**src/rtl/psd_pkg.sv**
```systemverilog
package psd_pkg;
  // Prescaler modulus select: WIDE divides by N+1, NARROW by N.
  typedef enum logic {
    MOD_WIDE   = 1'b0,
    MOD_NARROW = 1'b1
  } mod_e;
endpackage

```
**src/rtl/psd_prescaler.sv**
```systemverilog
module psd_prescaler
  import psd_pkg::*;
#(
  parameter int N_DIV = 8,
  localparam int CW = $clog2(N_DIV + 1)
) (
  input  logic clk,
  input  logic rst,
  input  mod_e mod_sel,
  output logic pre_tick
);
  logic [CW-1:0] cnt;
  logic [CW-1:0] lim;

  // A cycle of the prescaler spans lim+1 input clocks.
  assign lim      = (mod_sel == MOD_NARROW) ? CW'(N_DIV - 1) : CW'(N_DIV);
  assign pre_tick = (cnt == lim);

  always_ff @(posedge clk) begin
    if (rst)           cnt <= '0;
    else if (pre_tick) cnt <= '0;
    else               cnt <= cnt + CW'(1);
  end

  // the phase counter never runs past the wide modulus
  a_r2_pre_bounded: assert property (@(posedge clk) disable iff (rst)
    32'(cnt) <= N_DIV);

endmodule

```
**src/rtl/psd_mod_counter.sv**
```systemverilog
module psd_mod_counter #(
  parameter int W = 4
) (
  input  logic         clk,
  input  logic         rst,
  input  logic         clr,
  input  logic         inc,
  input  logic [W-1:0] last,
  output logic [W-1:0] count,
  output logic         at_last
);
  assign at_last = (count == last);

  always_ff @(posedge clk) begin
    if (rst || clr) count <= '0;
    else if (inc)   count <= count + W'(1);
  end

endmodule

```
**src/rtl/psd_divider.sv**
```systemverilog
module psd_divider
  import psd_pkg::*;
#(
  parameter int N_DIV = 8,
  parameter int P_DIV = 16,
  parameter int S_W   = 4,
  localparam int PW   = (P_DIV > 2) ? $clog2(P_DIV) : 1
) (
  input  logic           clk,
  input  logic           rst,
  input  logic [S_W-1:0] s_value,
  output logic           div_out,
  output logic           mod_ctrl
);
  mod_e           mod_sel;
  logic [S_W-1:0] s_lat;
  logic           pre_tick;
  logic [PW-1:0]  prog_cnt;
  logic           prog_last;
  logic [S_W-1:0] swal_cnt;
  logic           swal_last;
  logic [S_W-1:0] swal_limit;
  logic           period_end;
  logic           swal_inc;
  logic           swal_done;

  psd_prescaler #(.N_DIV(N_DIV)) u_pre (
    .clk      (clk),
    .rst      (rst),
    .mod_sel  (mod_sel),
    .pre_tick (pre_tick)
  );

  assign period_end = pre_tick && prog_last;
  assign swal_inc   = pre_tick && (mod_sel == MOD_WIDE) && !period_end;
  assign swal_limit = s_lat - S_W'(1);
  assign swal_done  = swal_inc && swal_last;

  psd_mod_counter #(.W(PW)) u_prog (
    .clk     (clk),
    .rst     (rst),
    .clr     (period_end),
    .inc     (pre_tick),
    .last    (PW'(P_DIV - 1)),
    .count   (prog_cnt),
    .at_last (prog_last)
  );

  psd_mod_counter #(.W(S_W)) u_swal (
    .clk     (clk),
    .rst     (rst),
    .clr     (period_end),
    .inc     (swal_inc),
    .last    (swal_limit),
    .count   (swal_cnt),
    .at_last (swal_last)
  );

  always_ff @(posedge clk) begin
    if (rst) begin
      s_lat   <= s_value;
      mod_sel <= (s_value == '0) ? MOD_NARROW : MOD_WIDE;
      div_out <= 1'b0;
    end else begin
      div_out <= period_end;
      if (period_end) begin
        s_lat   <= s_value;
        mod_sel <= (s_value == '0) ? MOD_NARROW : MOD_WIDE;
      end else if (swal_done) begin
        mod_sel <= MOD_NARROW;
      end
    end
  end

  assign mod_ctrl = mod_sel;

  // modulus select moves only where a prescaler cycle ends
  a_r5_mod_at_boundary: assert property (@(posedge clk) disable iff (rst)
    (!$past(rst) && !$stable(mod_sel)) |-> $past(pre_tick));

  // the output pulse lasts a single cycle
  a_r3_single_pulse: assert property (@(posedge clk) disable iff (rst)
    div_out |=> !div_out);

  // the latched swallow value moves only together with the pulse
  a_r6_capture_at_pulse: assert property (@(posedge clk) disable iff (rst)
    (!$past(rst) && !$stable(s_lat)) |-> div_out);

  // the swallow counter never passes the latched value
  a_r4_swallow_bound: assert property (@(posedge clk) disable iff (rst)
    swal_cnt <= s_lat);

  // the program counter stays inside its modulus
  a_r2_prog_bound: assert property (@(posedge clk) disable iff (rst)
    32'(prog_cnt) < P_DIV);

  // dividing by N+1 requires a nonzero swallow value
  a_r7_wide_needs_swallow: assert property (@(posedge clk) disable iff (rst)
    (mod_sel == MOD_WIDE) |-> (s_lat != '0));

endmodule

```
**config.mk**
```make
export PLATFORM = sky130hd
export DESIGN_NAME = psd_divider
export DESIGN_NICKNAME = d
export VERILOG_FILES = /design/src/rtl/psd_pkg.sv /design/src/rtl/psd_prescaler.sv /design/src/rtl/psd_mod_counter.sv /design/src/rtl/psd_divider.sv
export SDC_FILE = /design/constraint.sdc
export NUM_CORES = 1
export LEC_CHECK = 0
export ABC_AREA = 1
export BUFFER_PORTS_ARGS = -buffer_cell sky130_fd_sc_hd__buf_4
export CAP_MARGIN = 30
export CORE_AREA = 3 3 48 50
export CTS_CLUSTER_SIZE = 24
export DETAILED_ROUTE_END_ITERATION = 10
export DIE_AREA = 0 0 51 53
export PLACE_DENSITY_LB_ADDON = 0.25
export SETUP_SLACK_MARGIN = 0.5
export SLEW_MARGIN = 20
export SYNTH_ARGS = -nofsm -noshare
export SYNTH_HDL_FRONTEND = slang
export SYNTH_SLANG_ARGS = --single-unit
```
**constraint.sdc**
```tcl
create_clock -name clk -period 4.4 [get_ports clk]
set_clock_uncertainty 0.2 [all_clocks]
set_input_delay 0.22 -clock clk [delete_from_list [all_inputs] [get_ports clk]]
set_output_delay 0.22 -clock clk [all_outputs]
set_load 0.02 [all_outputs]
```
# Word level (Yosys, flattened, before mapping)
# Cells that the tools add are included.
[totals] wordCells=31 out_inout_bits=2 register_bits=18 input_bits=6
[op_classes] eq_ne=3 n_addsub=4 muxes=7 bitwise=1 n_reduce_logical=10
[op_table] operator="4-bit by 1-bit adder with 4-bit output, second input constant" n=3
[op_table] operator="4-bit 2-to-1 mux" n=3
[op_table] operator="4-bit == test" n=2
[op_table] operator="4-bit == test, second input constant" n=1
[op_table] operator="1-bit logical AND" n=4
[op_table] operator="4-bit logical NOT" n=1
[op_table] operator="1-bit 2-to-1 mux" n=4
[op_table] operator="4-bit by 1-bit subtractor with 4-bit output, second input constant" n=1
[op_table] operator="3-bit nonzero test" n=1
[op_table] operator="2-bit nonzero test" n=1
[op_table] operator="2-bit OR reduction" n=1
[op_table] operator="1-bit logical NOT" n=1
[op_table] operator="1-bit logical OR" n=1
[op_table] operator="1-bit NOT" n=1

# Logic depth before layout (Yosys ltp)
# Gate-level depths: netlist (run 1).
[depth] ltp_word=9 mapped_depth=10 ltp_nobuf=10

# Modules after synthesis
# A second synthesis (run 1) with hierarchy kept.
[unflattened] cells_unflattened=128 hier_area_um2=948.4
[by_module_without_submodules] mod="psd_mod_counter" cells_each=34 instances=2 area_each_um2=226.5 seq_area_each_um2=80.1
[by_module_without_submodules] mod="psd_divider" cells_each=34 instances=1 area_each_um2=305.3 seq_area_each_um2=170.2
[by_module_without_submodules] mod="psd_prescaler" cells_each=26 instances=1 area_each_um2=190.2 seq_area_each_um2=80.1

# Worst setup path before layout (run 1)
# OpenSTA, ideal clock, no wires.
[synth_timing] kind="flip-flop to flip-flop" from="register mod_sel (netlist: mod_ctrl)" to="register mod_sel (netlist: mod_ctrl), data pin" setup_slack_ns=2.759 required_time_ns=3.942 stages_incl_launch_ff=7 setup_ns=0.258 path_buffers=0 t_arrival_ns=1.184 synth_period_minus_slack_ns=1.641 path_cell_list="edfxtp_1 -> nor2_2 -> nand3_2 -> nand2_4 -> nand2_4 -> nand2_4 -> o21ai_2"
[synth_via] elab_chain_len=5
[synth_lines] item="from (decl)" line="psd_divider.sv:15" rtl="mod_e mod_sel;"
[synth_lines] item="from (signal assigned)" line="psd_divider.sv:62" rtl="mod_sel <= (s_value == '0) ? MOD_NARROW : MOD_WIDE;"
[synth_lines] item="from (signal assigned)" line="psd_divider.sv:68" rtl="mod_sel <= (s_value == '0) ? MOD_NARROW : MOD_WIDE;"
[synth_lines] item="4-bit 2-to-1 mux" line="psd_prescaler.sv:16" rtl="assign lim = (mod_sel == MOD_NARROW) ? CW'(N_DIV - 1) : CW'(N_DIV);"
[synth_lines] item="4-bit == test" line="psd_prescaler.sv:17" rtl="assign pre_tick = (cnt == lim);"
[synth_lines] item="1-bit logical AND" line="psd_divider.sv:34" rtl="assign period_end = pre_tick && prog_last;"
[synth_lines] item="1-bit 2-to-1 mux" line="psd_divider.sv:66" rtl="if (period_end) begin"
[synth_lines] item="1-bit 2-to-1 mux" line="psd_divider.sv:60" rtl="if (rst) begin"
# Every way passes these cells.
# A chain may end at the register's enable or synchronous reset.

# Worst setup path after layout (run 1)
[layout_timing] from="register s_lat[0]" to="register mod_sel (netlist: mod_ctrl), enable pin"
[layout_via] elab_chain_len=4
[layout_lines] item="from (decl)" line="psd_divider.sv:16" rtl="logic [S_W-1:0] s_lat;"
[layout_lines] item="from (signal assigned)" line="psd_divider.sv:61" rtl="s_lat <= s_value;"
[layout_lines] item="from (signal assigned)" line="psd_divider.sv:67" rtl="s_lat <= s_value;"
[layout_lines] item="4-bit by 1-bit subtractor with 4-bit output" line="psd_divider.sv:36" rtl="assign swal_limit = s_lat - S_W'(1);"
[layout_lines] item="4-bit == test" line="psd_mod_counter.sv:12" rtl="assign at_last = (count == last);"
[layout_lines] item="1-bit logical AND" line="psd_divider.sv:37" rtl="assign swal_done = swal_inc && swal_last;"
[layout_lines] item="3-bit nonzero test (no source line)"
# Every way passes these cells.

==> flow_summary_export.csv, run 1 <==
group,metric,value,unit
cells_and_area,final_instance_area,1170,sq um
clock_network,clockRootBuffer,"sky130_fd_sc_hd__clkbuf_4",
route,wl_per_cell,10.2,um
critical_path,worstPathRequired,4.23,ns
synthesis,synth_compound_area_share,1.36,%
synthesis,yosys.cell_count.top_type,"sky130_fd_sc_hd__nand2_1",
critical_path,kind_of_cell_with_the_highest_combined_delay_on_the_critical_path,"simple AND/OR/NAND/NOR gates",
synthesis,yosys_warning_total,0,
worst_hold_path,hold_wc_path_type,"flip-flop to flip-flop",
synthesis,most_common_flop_cell_mapped_by_yosys,"sky130_fd_sc_hd__dfxtp_1",
cells_and_area,area.sequential,410,sq um
clock_network,cts.clk_slew.worst_paths,0.11,ns
placed_design,dp_worst_setup_slack,2.67,ns
cells_and_area,drive_gt1_share,14.6,%
sta,totalNegativeSetupSlack,0,ns
die,row_count,16,
power,p_total,301,uW
clock_network,cts.path.max_buffers,2,
critical_path,worstRegToRegCells,9,
critical_path,cp-end-kind,"flip-flop",
die,design.core.area,1940,sq um
critical_path,crit_path_cell_trace,"inv_1, ha_1, nand2_1, nand2_1, nor2_1, nand2_1, nor2_1, nand2_1, nand2_1",
synthesis,synth_top_family_by_area,"simple AND/OR/NAND/NOR gates",
route,dr.pass1.iters,4,
sta,max_freq,575,MHz
synthesis,seq_area_frac_synth,40.6,%
grt,globalRouteTotalUtil,17.2,%
synthesis,yosysTopAreaCell,"sky130_fd_sc_hd__dfxtp_1",
die,initial_core_util,52.1,%
route,drt.antenna.violating_nets,0,
sta,timing_max_transition_violations_final,0,
clock_network,tritoncts,"built",
synthesis,synth_simple_gate_area_share,40.8,%
critical_path,critical_path_arrival,1.57,ns
power,power.ir.vdd_worst,207,uV
worst_hold_path,worstHoldPathCells,1,
route,first_iter_violations,20,
synthesis,synthArstFlopShare,0,%
synthesis,synth-edff-count,5,
clock_network,post_cts.resized_instances,0,
placed_design,io_buffer_count,7,
route,detailroute.via_count,875,
synthesis,synth_area_leaders,"sky130_fd_sc_hd__dfxtp_1, sky130_fd_sc_hd__nand2_1, sky130_fd_sc_hd__edfxtp_1, sky130_fd_sc_hd__inv_1, sky130_fd_sc_hd__nor2_1",
cells_and_area,flow.area_growth_from_synthesis,16.1,%
critical_path,timing.critical_path.slowest_cell_delay,0.43,ns
power,total_leakage_power,0.596,nW
critical_path,cp.buffers_inverters,1,
sta,timing.max_slew.rel_slack,83.9,%
sta,final_hold_viol_count,0,
route,route.final.wire_length,1880,um
sta,setup_violations,0,
clock_network,tritoncts_buffer_count,3,
clock_network,clk_latency,0.30,ns
die,die_w,51,um
synthesis,syn-instance-count,141,
critical_path,critical_path_class,"flip-flop to flip-flop",
synthesis,post_synth_xor_area_fraction,2.60,%
route,drt_drc_violations_left,0,
die,floorplan.die.height,53,um
grt,grt_antenna_before_repair,0,
critical_path,worst_setup_sp_type,"flip-flop",
flow_run,drv.max_cap_violation_count,0,
synthesis,synth_cell_type_count,19,
critical_path,worst-path-max-fanout,3,
die,design.die.area,2700,sq um
cells_and_area,antenna-diode-count,0,
placed_design,dpl_cell_area,1100,sq um
placed_design,detailed_place_hpwl,1350,um
sta,fin_ws,2.66,ns
synthesis,postSynthAreaPerCell,7.17,sq um
sta,final.period_utilization,39.5,%
synthesis,synthesis.nets,151,
grt,largest_net_degree_at_the_start_of_global_routing,12,
sta,unrepaired_setup_endpoints_after_global_routing,"no",
synthesis,post_synth_instance_area,1010,sq um
critical_path,worstSetupPathDepth,9,
synthesis,share_of_synthesized_area_spent_on_multiplexers,0,%
die,floorplan.io_pins,8,
cells_and_area,multiInputGateArea,503,sq um
cells_and_area,layout.filler_cells,189,
status,outcome,"completed",
sta,worst_pin_slew,0.241,ns
synthesis,synth-seq-cells,18,
sta,finalWorstPathRequiredPeriod,1.74,ns
grt,first_global_vias,826,
clock_network,clkSinkCount,18,
clock_network,h_tree_levels,1,
placed_design,globalplace.congestion,0.837,
synthesis,synth_adder_area_share,4.95,%
clock_network,post_cts_buffers,0,
critical_path,crit_slowest_cell,"sky130_fd_sc_hd__edfxtp_1",
cells_and_area,finish.net_count,168,
grt,overflow,0,
synthesis,yosys-top-cells-count,"sky130_fd_sc_hd__nand2_1, sky130_fd_sc_hd__inv_1, sky130_fd_sc_hd__nor2_1, sky130_fd_sc_hd__dfxtp_1, sky130_fd_sc_hd__nand3_1",
critical_path,crit_path_frequent_cell,"sky130_fd_sc_hd__nand2_1",
route,avgViaCountPerCell,4.76,
grt,grt_first_pass_wirelength,3390,um
power,power_density_over_the_cells,257,nW/um^2
synthesis,synth_largest_type_area_fraction,25.7,%
==> where the power goes <==
part	switching [mW]	total [mW]	internal, mW
combinational	0.0186	0.0336	0.0150
clock	0.0541	0.0873	0.0331
sequential	0.00472	0.181	0.176
==> per-layer routing <==
metal / GRT usage [%] / routed length (um) / vias to the layer above
li1: - / - / 458
met1: 19.3 / 838 / 396
met2: 30.3 / 924 / 16
met3: 2.82 / 70 / 5
met4: 10.8 / 50 / 0
met5: 0 / 0 / -
==> what timing repair did <==
item / 4_1_cts / 5_1_grt
endpoints found under the setup margin: 0 / 0
hold buffers: 5 / 0
endpoints found under the hold margin: 6 / 0
==> worst paths after layout <==
path                        to    startpoint  slack (ns)
setup / recovery      mod_ctrl      s_lat[0]        2.66
hold / removal    u_pre.cnt[0]  u_pre.cnt[0]        0.29
setup reg to reg      mod_ctrl      s_lat[0]        2.66
hold reg to reg   u_pre.cnt[0]  u_pre.cnt[0]        0.29
==> layout by cell type, fill, tap and decap left out <==
cell type and instances:
sky130_fd_sc_hd__inv_1 26, sky130_fd_sc_hd__a21oi_1 1, sky130_fd_sc_hd__edfxtp_1 5, sky130_fd_sc_hd__dfxtp_1 13
sky130_fd_sc_hd__buf_4 7, sky130_fd_sc_hd__clkbuf_4 3, sky130_fd_sc_hd__nand2_2 1, sky130_fd_sc_hd__xor2_1 1
sky130_fd_sc_hd__nor2_1 15, sky130_fd_sc_hd__nor2_4 1, sky130_fd_sc_hd__nand2_4 4, sky130_fd_sc_hd__nor3_1 1
sky130_fd_sc_hd__ha_1 4, sky130_fd_sc_hd__nand3_2 1, sky130_fd_sc_hd__clkinv_1 1, sky130_fd_sc_hd__nand3_1 10
sky130_fd_sc_hd__or3_1 1, sky130_fd_sc_hd__nand4_1 3, sky130_fd_sc_hd__dlygate4sd3_1 5, sky130_fd_sc_hd__xnor2_1 2
sky130_fd_sc_hd__nor2_2 5, sky130_fd_sc_hd__nand2_1 46, sky130_fd_sc_hd__o21ai_2 1
==> metrics by stage <==
stage / hold WS, ns / util [%] / cells
2_1_floorplan: 0.0924 / - / 141
3_3_place_gp: 0.207 / 56.5 / 175
3_5_place_dp: 0.207 / 56.5 / 175
4_1_cts: 0.297 / 60.4 / 184
5_1_grt: 0.315 / 60.4 / 184
6_report: 0.288 / 60.4 / 184
==> registers in the layout, summed over array words and instances (netlist names) <==
register and flops:
div_out 1, mod_ctrl 1, s_lat 4, u_pre.cnt 4, u_prog.count 4, u_swal.count 4
==> final cells by class <==
class | count | area share, %
Tap cell | 27 | 2.88
Sequential cell | 18 | 35.0
Multi-Input combinational cell | 97 | 42.9
Clock inverter | 1 | 0.320
Clock buffer | 3 | 1.92
Inverter | 26 | 8.32
Timing Repair Buffer | 12 | 8.74
==> kinds of logic (layout without fill, tap and decap cells) <==
group	after synthesis	in the layout
simple gates	88	88
buf+inv	26	42
flops	18	18
fa+ha+maj	4	4
xor+xnor	3	3
compound gates	2	2
(Power assumes the default switching activity.)
==> inputs of run 2 (changes only) <==
==> constraint.sdc (replaced) <==
create_clock -name clk -period 1.7 [get_ports clk]
set_clock_uncertainty 0.2 [all_clocks]
set_input_delay 0.085 -clock clk [delete_from_list [all_inputs] [get_ports clk]]
set_output_delay 0.085 -clock clk [all_outputs]
set_load 0.02 [all_outputs]
==> run 2 against run 1 <==
Effect of this change:
- die area is the same
- total power grew to 2.6 times the previous value
- utilization grew 14 points
- sequential share of layout area shrank 6.0 points
- cell count grew 7.6%
- combinational power grew to 3.5 times the previous value
- register-to-register slack lost 2.6 ns
- clock power grew 150%
- global-route usage is essentially flat
- maximum frequency grew 5.9%
==> flow_summary_export.csv, run 2 (synthesis results as in run 1) <==
group,metric,value,unit
critical_path,worst-path-max-fanout,2,
worst_hold_path,min_delay_startpoint,"s_value[3]",
sta,timing_max_transition_violations_final,0,
critical_path,worst_setup_sp_type,"flip-flop",
flow_run,drv.max_cap_violation_count,0,
grt,grt_antenna_before_repair,0,
worst_hold_path,min_to,"mod_ctrl",
clock_network,clk_latency,0.29,ns
cells_and_area,multiInputGateArea,636,sq um
clock_network,clkSinkCount,18,
clock_network,h_tree_levels,1,
cells_and_area,layout_commonest_cell,"sky130_fd_sc_hd__nand2_1",
sta,unrepaired_setup_endpoints_after_global_routing,"yes",
route,drt_drc_violations_left,0,
critical_path,worstRegToRegCells,10,
grt,grt_first_pass_wirelength,3550,um
sta,finalWorstPathRequiredPeriod,1.64,ns
route,wl_per_cell,11.7,um
cells_and_area,utilization_after_layout,74.4,%
critical_path,r2r_end,"mod_ctrl",
sta,setup_violations,0,
die,design.die.area,2700,sq um
sta,max_freq,609,MHz
route,drt.antenna.violating_nets,0,
critical_path,worstPathRequired,1.53,ns
power,power_density_over_the_cells,553,nW/um^2
clock_network,cts.clk_slew.worst_paths,0.10,ns
clock_network,tritoncts_buffer_count,3,
route,route.final.wire_length,2310,um
placed_design,io_buffer_count,7,
critical_path,r2r_slack,0.06,ns
grt,first_global_vias,899,
worst_hold_path,hold_wc_path_type,"input port to flip-flop",
route,dr.pass1.iters,4,
critical_path,critical_r2r_launch,"s_lat[0]",
placed_design,globalplace.congestion,0.786,
cells_and_area,layout.filler_cells,152,
critical_path,critical_path_arrival,1.47,ns
cells_and_area,drive_gt1_share,36.8,%
grt,overflow,0,
die,design.core.area,1940,sq um
placed_design,detailed_place_hpwl,1360,um
cells_and_area,flow.area_growth_from_synthesis,42.8,%
cells_and_area,area.sequential,418,sq um
route,first_iter_violations,25,
status,outcome,"completed",
sta,worst_pin_slew,0.286,ns
die,row_count,16,
clock_network,clockRootBuffer,"sky130_fd_sc_hd__clkbuf_4",
route,detailroute.via_count,983,
sta,final.period_utilization,96.6,%
die,die_w,51,um
critical_path,cp-end-kind,"flip-flop",
worst_hold_path,worstHoldPathCells,3,
power,total_leakage_power,0.668,nW
power,power.ir.vdd_worst,524,uV
grt,globalRouteTotalUtil,17.2,%
clock_network,cts.path.max_buffers,2,
cells_and_area,antenna-diode-count,0,
cells_and_area,finish.net_count,182,
die,floorplan.io_pins,8,
route,avgViaCountPerCell,4.96,
die,floorplan.die.height,53,um
cells_and_area,leading_cell_types_in_the_layout_fill_and_taps_excluded,"sky130_fd_sc_hd__nand2_1, sky130_fd_sc_hd__inv_1, sky130_fd_sc_hd__buf_4",
die,initial_core_util,52.1,%
grt,largest_net_degree_at_the_start_of_global_routing,11,
sta,timing.max_slew.rel_slack,80.9,%
critical_path,critical_path_class,"flip-flop to flip-flop",
sta,final_hold_viol_count,0,
clock_network,tritoncts,"built",
power,p_total,799,uW
[run 2: changes by cell type in the layout (fill, tap and decap cells not counted), sizes merged]
| cell | before | now |
|---|---|---|
| buf | 7 | 21 |
[run 2: layer usage]
layer	part of all wire (%)	track usage (%)
met1	43	20.1
met2	52	30.3
met3	3.7	3.66
met4	1.1	7.17
met5	0	0
[run 2: how the worst max path moves through the flow]
stage / start / endpoint / depth (start not counted)
after floorplan: mod_ctrl / mod_ctrl / 6
after global placement: s_lat[0] / mod_ctrl / 10
after detailed placement: s_lat[0] / mod_ctrl / 10
after CTS: s_lat[0] / mod_ctrl / 10
after global routing: s_lat[0] / mod_ctrl / 10
final: s_lat[0] / mod_ctrl / 10
[run 2: report_power, final]
group          total, mW  internal [mW]  switching (mW)
clock              0.214         0.0854           0.129
sequential         0.467          0.452          0.0149
combinational      0.118         0.0563          0.0612
[run 2: final cells by class]
type,instances,share of cell area (%)
clock inverters,1,0.260
clock buffers,3,1.56
inverters,26,6.93
flip-flops and latches,18,28.9
multi-input cells,97,44.0
well taps,27,2.34
repair buffers,26,15.9
[run 2: stage by stage]
| stage | area [sq um] | setup slack [ns] | hold slack, ns | instances | setup TNS [ns] |
|---|---|---|---|---|---|
| 6_report | 1440 | 0.0575 | 0.0310 | 198 | 0 |
| 5_1_grt | 1440 | -0.0883 | 0.0399 | 198 | -0.0883 |
| 4_1_cts | 1320 | 0.104 | -0.000721 | 192 | 0 |
| 3_5_place_dp | 1140 | 0.0606 | 0.0736 | 179 | 0 |
| 3_3_place_gp | 1140 | 0.101 | 0.0707 | 179 | 0 |
| 2_1_floorplan | 1020 | 0.0990 | -0.0426 | 141 | 0 |
[run 2: repair_timing]
action / in CTS / in global routing
hold buffers: 5 / 0
hold endpoints to repair: 8 / 0
gates resized for setup: 19 / 25
pin swaps: 8 / 13
setup buffers: 4 / 6
setup endpoints to repair: 20 / 20
[run 2: worst max-delay path, stage by stage, from the launching register on]
cell	delay, ns
sky130_fd_sc_hd__edfxtp_1	0.38
sky130_fd_sc_hd__inv_2	0.06
sky130_fd_sc_hd__ha_4	0.27
sky130_fd_sc_hd__inv_2	0.03
sky130_fd_sc_hd__nand2_2	0.05
sky130_fd_sc_hd__nand2_1	0.04
sky130_fd_sc_hd__nor2_1	0.09
sky130_fd_sc_hd__nand2_1	0.06
sky130_fd_sc_hd__nor2_1	0.09
sky130_fd_sc_hd__nand2_1	0.05
sky130_fd_sc_hd__nand2_1	0.06
==> inputs of run 3 (changes only) <==
--- a/config.mk
+++ b/config.mk
@@ -12,8 +12,8 @@
 export CTS_CLUSTER_SIZE = 24
 export DETAILED_ROUTE_END_ITERATION = 10
 export DIE_AREA = 0 0 51 53
+export MAX_ROUTING_LAYER = met4
 export PLACE_DENSITY_LB_ADDON = 0.25
-export SETUP_SLACK_MARGIN = 0.5
 export SLEW_MARGIN = 20
 export SYNTH_ARGS = -nofsm -noshare
 export SYNTH_HDL_FRONTEND = slang
==> run 3 against run 2 <==
Effect of this change:
- clock power rose by 5%
- hold slack improved by 0.27 ns
- flip-flop and latch count stayed put
- total power fell by 1.7%
- combinational power down 22%
- via count down 10%
- setup slack improved by 0.0027 ns
- maximum frequency up 0.17%
- sequential power is essentially flat
- non-clock buffer count decreased by 8
- critical endpoint unchanged
- largest power group unchanged
- highest routed layer unchanged
==> flow_summary_export.csv, run 3 (synthesis results as in run 1) <==
group,metric,value,unit
cells_and_area,layout_commonest_cell,"sky130_fd_sc_hd__nand2_1",
critical_path,critical_r2r_launch,"s_lat[0]",
route,dr.pass1.iters,4,
cells_and_area,flow.area_growth_from_synthesis,21.8,%
critical_path,critical_path.endpoint,"mod_ctrl",
cells_and_area,finish.net_count,174,
critical_path,worstRegToRegCells,10,
route,route.final.wire_length,1800,um
route,drt.antenna.violating_nets,0,
critical_path,worst-path-max-fanout,3,
critical_path,critical_path_class,"flip-flop to flip-flop",
sta,max_freq,610,MHz
sta,final_hold_viol_count,0,
placed_design,detailed_place_hpwl,1390,um
critical_path,critical_path_arrival,1.47,ns
die,die_w,51,um
cells_and_area,finalNonFillerCells,190,
critical_path,r2r_end,"mod_ctrl",
cells_and_area,layout.filler_cells,185,
cells_and_area,drive_gt1_share,19.0,%
cells_and_area,area.sequential,410,sq um
critical_path,worstPathRequired,1.53,ns
cells_and_area,leading_cell_types_in_the_layout_fill_and_taps_excluded,"sky130_fd_sc_hd__nand2_1, sky130_fd_sc_hd__inv_1, sky130_fd_sc_hd__nor2_1",
die,floorplan.io_pins,8,
critical_path,critPathLaunch,"s_lat[0]",
sta,unrepaired_setup_endpoints_after_global_routing,"yes",
critical_path,cp-end-kind,"flip-flop",
grt,overflow,0,
status,outcome,"completed",
die,floorplan.die.height,53,um
power,power.ir.vdd_worst,520,uV
grt,grt_first_pass_wirelength,3240,um
route,detailroute.via_count,880,
placed_design,io_buffer_count,7,
grt,first_global_vias,840,
route,avgViaCountPerCell,4.63,
grt,globalRouteTotalUtil,16.2,%
route,first_iter_violations,19,
clock_network,cts.path.max_buffers,2,
placed_design,globalplace.congestion,0.826,
route,drt_drc_violations_left,0,
grt,largest_net_degree_at_the_start_of_global_routing,11,
route,wl_per_cell,9.46,um
die,design.die.area,2700,sq um
die,row_count,16,
cells_and_area,multiInputGateArea,515,sq um
sta,worst_hold_check_slack,0.296,ns
critical_path,r2r_slack,0.06,ns
clock_network,clk_latency,0.29,ns
placed_design,instance_count_after_placement_with_tap_cells_included,180,
die,design.core.area,1940,sq um
clock_network,clockRootBuffer,"sky130_fd_sc_hd__clkbuf_4",
grt,grt_antenna_before_repair,0,
clock_network,h_tree_levels,1,
clock_network,tritoncts_buffer_count,3,
sta,setup_violations,0,
clock_network,tritoncts,"built",
flow_run,drv.max_cap_violation_count,0,
critical_path,worst_setup_sp_type,"flip-flop",
die,initial_core_util,52.1,%
power,power_density_over_the_cells,637,nW/um^2
sta,timing.max_slew.rel_slack,80.8,%
worst_hold_path,hold_wc_path_type,"input port to flip-flop",
sta,worst_pin_slew,0.286,ns
sta,final.period_utilization,96.5,%
sta,timing_max_transition_violations_final,0,
power,total_leakage_power,0.622,nW
sta,finalWorstPathRequiredPeriod,1.64,ns
cells_and_area,antenna-diode-count,0,
clock_network,clkSinkCount,18,
clock_network,cts.clk_slew.worst_paths,0.10,ns
-- run 3: what timing repair did --
item                       CTS  global route
hold buffers                 5             0
setup buffers                0             1
setup endpoints to repair    0             1
hold endpoints to repair    11             0
resized for setup            0             2
-- run 3: area by class of cell --
cell class	count	share of cell area, %
Inverter	26	7.93
Tap cell	27	2.74
Timing Repair Buffer	18	12.0
Sequential cell	18	33.3
Multi-Input combinational cell	97	41.9
Clock buffer	4	2.13
-- run 3: worst min-delay path by stage --
stage / from / endpoint / cells after the start / slack [ns]
global placement: s_value[0] / s_lat[0] / 1 / 0.07
finish: rst / div_out / 3 / 0.30
CTS: rst / div_out / 3 / 0.29
floorplan: rst / div_out / 1 / -0.04
detailed placement: s_value[3] / s_lat[3] / 1 / 0.07
global route: rst / div_out / 3 / 0.31
-- run 3: per-layer routing --
metal / global-route usage (%) / share of wire [%] / vias to the layer above
li1: - / - / 472
met1: 18.2 / 44 / 386
met2: 28.8 / 51 / 18
met3: 2.54 / 3.7 / 4
met4: 6.73 / 1.6 / 0
met5: - / 0 / -
-- run 3: stage by stage --
stage / TNS, ns / total power, mW / utilization (%) / area (sq um) / setup WS [ns]
floorplan: 0 / 0.529 / - / 1010 / 0.0586
global placement: 0 / 0.553 / 58.4 / 1130 / 0.0762
detailed placement: 0 / 0.556 / 58.4 / 1130 / 0.0219
CTS: 0 / 0.788 / 62.4 / 1210 / 0.0131
global route: -0.0655 / 0.826 / 63.4 / 1230 / -0.0655
finish: 0 / 0.785 / 63.4 / 1230 / 0.0602
-- run 3: report_power, final --
part / switching [mW] / internal [mW] / leakage (nW)
Sequential: 0.0125 / 0.455 / 0.154
Clock: 0.133 / 0.0914 / 0.0150
Combinational: 0.0487 / 0.0436 / 0.453
Total: 0.195 / 0.590 / 0.622
-- run 3: critical path, stage by stage, from the launching register on --
cell	delay (ns)
sky130_fd_sc_hd__edfxtp_1	0.40
sky130_fd_sc_hd__inv_2	0.07
sky130_fd_sc_hd__ha_4	0.26
sky130_fd_sc_hd__inv_1	0.03
sky130_fd_sc_hd__nand2_1	0.05
sky130_fd_sc_hd__nand2_1	0.04
sky130_fd_sc_hd__nor2_1	0.08
sky130_fd_sc_hd__nand2_1	0.05
sky130_fd_sc_hd__nor2_1	0.08
sky130_fd_sc_hd__nand2_1	0.05
sky130_fd_sc_hd__nand2_1	0.06
